**src/rtl/dram_cycle_pkg.sv**
```systemverilog
package dram_cycle_pkg;

  typedef enum logic [2:0] {
    CODE_TEST   = 3'd0,
    CODE_READ   = 3'd1,
    CODE_EWRITE = 3'd2,
    CODE_RMW    = 3'd3,
    CODE_RONLY  = 3'd4,
    CODE_CBR    = 3'd5,
    CODE_HIDDEN = 3'd6,
    CODE_SELF   = 3'd7
  } cycCode_e;

  typedef enum logic [2:0] {
    ST_IDLE,
    ST_ROW,
    ST_COL,
    ST_CBR,
    ST_SELF,
    ST_TEST,
    ST_HID
  } decState_e;

  // Commands from the control FSM to the row datapath
  typedef struct packed {
    logic latchRow;   // capture address as external row
    logic reportExt;  // publish latched external row
    logic reportCnt;  // publish counter row and step counter
  } rowCmd_t;

endpackage

```
**src/rtl/dram_cycle_ctrl.sv**
```systemverilog
module dram_cycle_ctrl
  import dram_cycle_pkg::*;
#(
  parameter int SelfCycles      = 5000,
  parameter int RefreshInterval = 500
) (
  input  logic                clk,
  input  logic                rstN,
  input  logic                rasN,
  input  logic                casN,
  input  logic                weN,
  output rowCmd_t             rowCmd,
  output logic                cycValid,
  output logic [2:0]          cycCode,
  output logic                dataOe,
  output logic                selfRef
);

  localparam int LowW  = $clog2(SelfCycles + 1);
  localparam int TickW = $clog2(RefreshInterval + 1);

  decState_e state, stateD;
  logic prevRas, prevCas, prevWe;
  logic wEarly, wEarlyD, rmwSeen, rmwSeenD, casHeld, casHeldD;
  logic [LowW-1:0]  lowCnt, lowCntD;
  logic [TickW-1:0] tickCnt, tickCntD;
  logic cycValidD, dataOeD, selfRefD;
  logic [2:0] cycCodeD;

  logic rasFall, rasRise, casFall, weFall;
  assign rasFall = prevRas & ~rasN;
  assign rasRise = ~prevRas & rasN;
  assign casFall = prevCas & ~casN;
  assign weFall  = prevWe & ~weN;

  always_comb begin
    stateD    = state;
    wEarlyD   = wEarly;
    rmwSeenD  = rmwSeen;
    casHeldD  = casHeld;
    lowCntD   = lowCnt;
    tickCntD  = tickCnt;
    selfRefD  = selfRef;
    cycValidD = 1'b0;
    cycCodeD  = cycCode;
    rowCmd    = '0;

    unique case (state)
      ST_IDLE: if (rasFall) begin
        if (casN) begin
          stateD          = ST_ROW;
          rowCmd.latchRow = 1'b1;
        end else if (casHeld) begin
          stateD = ST_HID;
        end else if (!weN) begin
          stateD = ST_TEST;
        end else begin
          stateD  = ST_CBR;
          lowCntD = '0;
        end
      end
      ST_ROW: if (rasRise) begin
        stateD           = ST_IDLE;
        cycValidD        = 1'b1;
        cycCodeD         = CODE_RONLY;
        rowCmd.reportExt = 1'b1;
      end else if (casFall) begin
        stateD   = ST_COL;
        wEarlyD  = ~weN;
        rmwSeenD = 1'b0;
      end
      ST_COL: if (rasRise) begin
        stateD    = ST_IDLE;
        cycValidD = 1'b1;
        cycCodeD  = wEarly ? CODE_EWRITE : (rmwSeen ? CODE_RMW : CODE_READ);
        if (!casN) casHeldD = 1'b1;
      end else if (weFall && !casN && !wEarly) begin
        rmwSeenD = 1'b1;
      end
      ST_CBR: if (rasRise) begin
        stateD           = ST_IDLE;
        cycValidD        = 1'b1;
        cycCodeD         = CODE_CBR;
        rowCmd.reportCnt = 1'b1;
      end else if (lowCnt == LowW'(SelfCycles - 1)) begin
        stateD           = ST_SELF;
        selfRefD         = 1'b1;
        tickCntD         = '0;
        rowCmd.reportCnt = 1'b1;
      end else begin
        lowCntD = lowCnt + 1'b1;
      end
      ST_SELF: if (rasRise) begin
        stateD    = ST_IDLE;
        cycValidD = 1'b1;
        cycCodeD  = CODE_SELF;
        selfRefD  = 1'b0;
      end else if (tickCnt == TickW'(RefreshInterval - 1)) begin
        tickCntD         = '0;
        rowCmd.reportCnt = 1'b1;
      end else begin
        tickCntD = tickCnt + 1'b1;
      end
      ST_TEST: if (rasRise) begin
        stateD    = ST_IDLE;
        cycValidD = 1'b1;
        cycCodeD  = CODE_TEST;
      end
      ST_HID: if (rasRise) begin
        stateD           = ST_IDLE;
        cycValidD        = 1'b1;
        cycCodeD         = CODE_HIDDEN;
        rowCmd.reportCnt = 1'b1;
      end
      default: stateD = ST_IDLE;
    endcase

    if (casN) casHeldD = 1'b0;

    dataOeD = dataOe;
    if (casN) dataOeD = 1'b0;
    else if (casFall && !rasN && (state == ST_ROW || state == ST_COL)) dataOeD = weN;
  end

  always_ff @(posedge clk) begin
    if (!rstN) begin
      state    <= ST_IDLE;
      prevRas  <= 1'b1;
      prevCas  <= 1'b1;
      prevWe   <= 1'b1;
      wEarly   <= 1'b0;
      rmwSeen  <= 1'b0;
      casHeld  <= 1'b0;
      lowCnt   <= '0;
      tickCnt  <= '0;
      cycValid <= 1'b0;
      cycCode  <= CODE_TEST;
      dataOe   <= 1'b0;
      selfRef  <= 1'b0;
    end else begin
      state    <= stateD;
      prevRas  <= rasN;
      prevCas  <= casN;
      prevWe   <= weN;
      wEarly   <= wEarlyD;
      rmwSeen  <= rmwSeenD;
      casHeld  <= casHeldD;
      lowCnt   <= lowCntD;
      tickCnt  <= tickCntD;
      cycValid <= cycValidD;
      cycCode  <= cycCodeD;
      dataOe   <= dataOeD;
      selfRef  <= selfRefD;
    end
  end

endmodule

```
**src/rtl/dram_row_path.sv**
```systemverilog
module dram_row_path
  import dram_cycle_pkg::*;
#(
  parameter int RowBits = 12
) (
  input  logic               clk,
  input  logic               rstN,
  input  rowCmd_t            rowCmd,
  input  logic [RowBits-1:0] addr,
  output logic [RowBits-1:0] refRow
);

  logic [RowBits-1:0] rowLatch, rowCnt;

  always_ff @(posedge clk) begin
    if (!rstN) begin
      rowLatch <= '0;
      rowCnt   <= '0;
      refRow   <= '0;
    end else begin
      if (rowCmd.latchRow) rowLatch <= addr;
      if (rowCmd.reportExt) refRow <= rowLatch;
      if (rowCmd.reportCnt) begin
        refRow <= rowCnt;
        rowCnt <= rowCnt + 1'b1;  // natural wrap at all ones
      end
    end
  end

endmodule

```
**src/rtl/dram_cycle_decoder.sv**
```systemverilog
module dram_cycle_decoder
  import dram_cycle_pkg::*;
#(
  parameter int RowBits         = 12,
  parameter int SelfCycles      = 5000,
  parameter int RefreshInterval = 500
) (
  input  logic               clk,
  input  logic               rstN,
  input  logic               rasN,
  input  logic               casN,
  input  logic               weN,
  input  logic [RowBits-1:0] addr,
  output logic               cycValid,
  output logic [2:0]         cycCode,
  output logic [RowBits-1:0] refRow,
  output logic               dataOe,
  output logic               selfRef
);

  rowCmd_t rowCmd;

  dram_cycle_ctrl #(
    .SelfCycles     (SelfCycles),
    .RefreshInterval(RefreshInterval)
  ) ctrl_i (
    .clk     (clk),
    .rstN    (rstN),
    .rasN    (rasN),
    .casN    (casN),
    .weN     (weN),
    .rowCmd  (rowCmd),
    .cycValid(cycValid),
    .cycCode (cycCode),
    .dataOe  (dataOe),
    .selfRef (selfRef)
  );

  dram_row_path #(
    .RowBits(RowBits)
  ) path_i (
    .clk   (clk),
    .rstN  (rstN),
    .rowCmd(rowCmd),
    .addr  (addr),
    .refRow(refRow)
  );

endmodule

```
**config.mk**
```make
export PLATFORM = sky130hd
export DESIGN_NAME = dram_cycle_decoder
export DESIGN_NICKNAME = d
export VERILOG_FILES = /design/src/rtl/dram_cycle_pkg.sv /design/src/rtl/dram_cycle_ctrl.sv /design/src/rtl/dram_row_path.sv /design/src/rtl/dram_cycle_decoder.sv
export SDC_FILE = /design/constraint.sdc
export NUM_CORES = 1
export LEC_CHECK = 0
export BUFFER_PORTS_ARGS = -buffer_cell sky130_fd_sc_hd__buf_2
export CAP_MARGIN = 20
export CORE_MARGIN = 1
export CORE_UTILIZATION = 50
export CTS_CLUSTER_SIZE = 24
export DETAILED_ROUTE_END_ITERATION = 10
export GPL_TIMING_DRIVEN = 0
export PLACE_DENSITY = 0.71
export SLEW_MARGIN = 20
export SYNTH_ARGS = -nofsm -noshare
export SYNTH_HDL_FRONTEND = slang
export SYNTH_HIERARCHICAL = 1
export SYNTH_SLANG_ARGS = --single-unit
```
**constraint.sdc**
```tcl
create_clock -name clk -period 2.9 [get_ports clk]
set_input_delay 0.145 -clock clk [delete_from_list [all_inputs] [get_ports clk]]
set_output_delay 0.145 -clock clk [all_outputs]
set_load 0.01 [all_outputs]
```
==> run_results.csv <==
group,metric,value,unit
detailed_routing,via_per_inst,5.64,
layout,area_growth_syn_to_layout,15.9,%
global_route,first_global_vias,2874,
layout,fin_cells,558,
critical_path,worstReg2RegStart,"ctrl_i/lowCnt[3]$_SDFFE_PN0P_",
critical_path,path_class,"reg2reg",
critical_path,cpPeakStageDelay,0.55,ns
cts,cts_tree,"built",
timing,rsz0062_at_grt,"no",
layout,regArea,0.00146,mm²
timing,clock.fmax,363,MHz
synth,ys_ff_latch,73,
critical_path,critPathRequiredTime,3.18,ns
global_route,antenna_found_initial,0,
cts,clk_pin_slew_worst_paths,0.08,ns
global_route,grt.total_usage,24.1,%
timing,slew_viol_final,0,
synth,synth_edf_count,0,
critical_path,cp_max_fo,10,
timing,worstMarginPinSlew,0.808,ns
floorplan,die_x,85.7,µm
timing,layout_worst_path_cycle_share,95.1,%
critical_path,critical_path_arrival,3.04,ns
synth,ys.flop_type,"dfxtp_1",
cts,clockRootBuffer,"clkbuf_8",
critical_path,slowest_stage,"or4b_4",
floorplan,core_area,0.00679,mm²
critical_path,crit_chain,"or4b_4, or4_4, buf_6, o211ai_1, buf_4, nand4_4, or4_1, a21oi_1",
timing,skew,0.0115,ns
min_path,min_to,"path_i/rowLatch[6]$_SDFFE_PN0P_",
placement,gp_congestion,0.927,
layout,drive_gt1_share,17.5,%
cts,cts_hold_buffers,0,
cts,clock_latency,0.35,ns
synth,syn_inst,408,
layout,final_area,0.00406,mm²
detailed_routing,drt-wirelength-per-cell,15.0,µm
floorplan,rows,30,
critical_path,critPathLaunchType,"flip-flop",
power,ir_drop,0.414,mV
placement,place_inst,538,
cts,cts.htree.levels,3,
power,seqPwrFrac,45.5,%
layout,n_antenna_cell,0,
cts,numCtsBuffers,9,
critical_path,reg2reg_setup_slack,0.14,ns
synth,ys_seq_area_share,41.7,%
detailed_routing,drt_pass1_iterations,5,
power,swShare,32.8,%
synth,netlist_area,0.00350,mm²
flow_run,maxCapViolations,0,
detailed_routing,drt_iter0_markers,232,
detailed_routing,routed_wirelength,8360,µm
global_route,grt_max_degree,14,
floorplan,die-area,0.00735,mm²
power,leakage,1.51,nW
global_route,grt_first_pass_wirelength,14000,µm
power,pwr-share-comb,21.8,%
power,power_frac_clock,32.7,%
critical_path,reg2reg_to,"path_i/rowCnt[7]$_SDFFE_PN0P_",
cts,numClockSinks,73,
global_route,grt.overflow.total,0,
synth,syn_area_per_cell,8.59,µm²
min_path,hold_start,"addr[6]",
timing,setup_viol,0,
timing,hold_violations,0,
floorplan,start_util,51.6,%
timing,fin_crit,2.76,ns
synth,yosys_warnings,6,
critical_path,reg2regPathDepth,8,
cts,clockBufferDepth,2,
min_path,hold_depth,3,
layout,fill_cells,615,
layout,multiInputGateArea,0.00194,mm²
critical_path,cp-end-kind,"flip-flop",
layout,utilization,59.7,%
timing,relSlewSlack,45.7,%
placement,io_buffers,34,
synth,synth_nets,428,
layout,final_nets,477,
placement,dpl_cell_area,0.00380,mm²
run_status,status,"complete, no violations",
power,intPower,1.65,mW
power,power.density,604,mW/mm²
detailed_routing,ant_nets,0,
synth,synthArstFlopShare,0,%
power,switchingPower,0.806,mW
timing,setup_tns,0,ns
detailed_routing,route.vias.total,3146,
min_path,hp-class,"in2reg",
placement,place.detailed.hpwl,5800,µm
synth,ys_types,56,
floorplan,fp.dieH,85.7,µm
detailed_routing,remaining_drc_errors,0,
floorplan,io_pins,35,
cells by family after synthesis:
family / after synthesis / synth area share (%)
AOI/OAI and AO/OA: 95 / 17.6
xor gates and xnor gates: 6 / 1.50
and+or+nand+nor: 165 / 23.9
muxes: 36 / 10.6
buffers and inverters: 30 / 3.64
DFF: 73 / 41.7
adders and majority gates: 3 / 1.07
per-layer routing:
metal  global-route usage (%)  part of all wire [%]  wire length (µm)  up-vias
li1                         -                     -                 -     1582
met4                     10.5                   1.9               162        0
met1                     33.9                    49              4070     1459
met5                        0                     0                 0        -
met2                     36.5                    45              3760       90
met3                     4.23                   4.4               370       15
critical path, delay by kind of cell, from the launching register on:
kind,cells,cell delay [ns]
AO/OA/AOI/OAI,2,0.25
buffers and inverters,2,0.35
flip-flops,1,0.36
AND/OR/NAND/NOR,4,1.72
power by group through the flow:
stage          clock [mW]  sequential [mW]  combinational, mW
3_3_place_gp            0             1.12              0.533
4_1_cts             0.811             1.10              0.542
3_5_place_dp            0             1.12              0.535
5_1_grt             0.857             1.13              0.599
6_report            0.802             1.12              0.536
2_1_floorplan           0             1.11              0.411
flip-flops by register name, summed over array words and instances, names as in the netlist:
name,flops
ctrl_i/casHeld,1
ctrl_i/dataOe,1
ctrl_i/tickCnt,9
ctrl_i/prevWe,1
ctrl_i/state,3
ctrl_i/cycCode,3
ctrl_i/lowCnt,13
ctrl_i/rmwSeen,1
ctrl_i/wEarly,1
ctrl_i/prevRas,1
path_i/refRow,12
ctrl_i/selfRef,1
path_i/rowLatch,12
ctrl_i/prevCas,1
path_i/rowCnt,12
ctrl_i/cycValid,1
placed cells by master (no fill, tap or decap), types with 11 or more instances in the layout:
cell      synthesis  routed
dfxtp_1          73      73
o21ai_0          22      22
mux2i_1          28      28
a31oi_1          11      11
nand2_1          35      35
nor2_1           55      55
a21oi_1          19      19
clkbuf_1         14      12
buf_2             3      37
synth_stat cells, types with 8 or more instances:
library cell   n  share of area (%)
dfxtp_1       73                 42
nor2_1        55                5.9
nand2_1       35                3.8
mux2i_1       28                8.0
o21ai_0       22                3.1
a21oi_1       19                2.7
clkbuf_1      14                1.5
a31oi_1       11                2.0
inv_1         10                1.1
nand2b_1      10                1.8
nand4_1       10                1.8
nand3_1        9                1.3
nor3_1         9                1.3
o21ai_1        9                1.3
mux2_2         8                2.6
nor2b_1        8                1.4
repair_timing:
| item | CTS | global route |
|---|---|---|
| buffers inserted | 0 | 5 |
| pin swaps | 0 | 1 |
| endpoints found under the setup margin | 4 | 7 |
| resized for setup | 2 | 3 |
through the flow:
| stage | power (mW) | hold slack (ns) | setup slack (ns) |
|---|---|---|---|
| 6_report | 2.45 | 0.0309 | 0.143 |
| 5_1_grt | 2.58 | 0.0417 | 0.0364 |
| 4_1_cts | 2.45 | 0.0246 | 0.0421 |
| 3_5_place_dp | 1.66 | 0.388 | -0.0218 |
| 3_3_place_gp | 1.65 | 0.380 | -0.340 |
| 2_1_floorplan | 1.52 | 0.246 | 0.186 |
cell type report:
| class | count | area share (%) |
|---|---|---|
| Multi-Input combinational cell | 305 | 47.7 |
| Sequential cell | 73 | 36.0 |
| Timing Repair Buffer | 39 | 5.43 |
| Clock buffer | 10 | 3.14 |
| Tap cell | 96 | 2.96 |
| Buffer | 19 | 2.19 |
| Clock inverter | 6 | 1.66 |
| Inverter | 10 | 0.925 |
worst max-delay path by stage:
stage                                   start                            end  slack, ns  depth (start not counted)
2_1_floorplan  ctrl_i/tickCnt[0]$_SDFFE_PN0P_  path_i/rowCnt[7]$_SDFFE_PN0P_       0.19                         10
3_3_place_gp   ctrl_i/tickCnt[0]$_SDFFE_PN0P_  path_i/rowCnt[7]$_SDFFE_PN0P_      -0.34                         10
3_5_place_dp   ctrl_i/tickCnt[0]$_SDFFE_PN0P_  path_i/rowCnt[9]$_SDFFE_PN0P_      -0.02                         10
4_1_cts          ctrl_i/state[1]$_SDFFE_PN0P_  path_i/rowCnt[9]$_SDFFE_PN0P_       0.04                          9
5_1_grt         ctrl_i/lowCnt[3]$_SDFFE_PN0P_  path_i/rowCnt[9]$_SDFFE_PN0P_       0.04                          8
6_report        ctrl_i/lowCnt[3]$_SDFFE_PN0P_  path_i/rowCnt[7]$_SDFFE_PN0P_       0.14                          8
No activity file was read; power rests on OpenSTA's default activity.
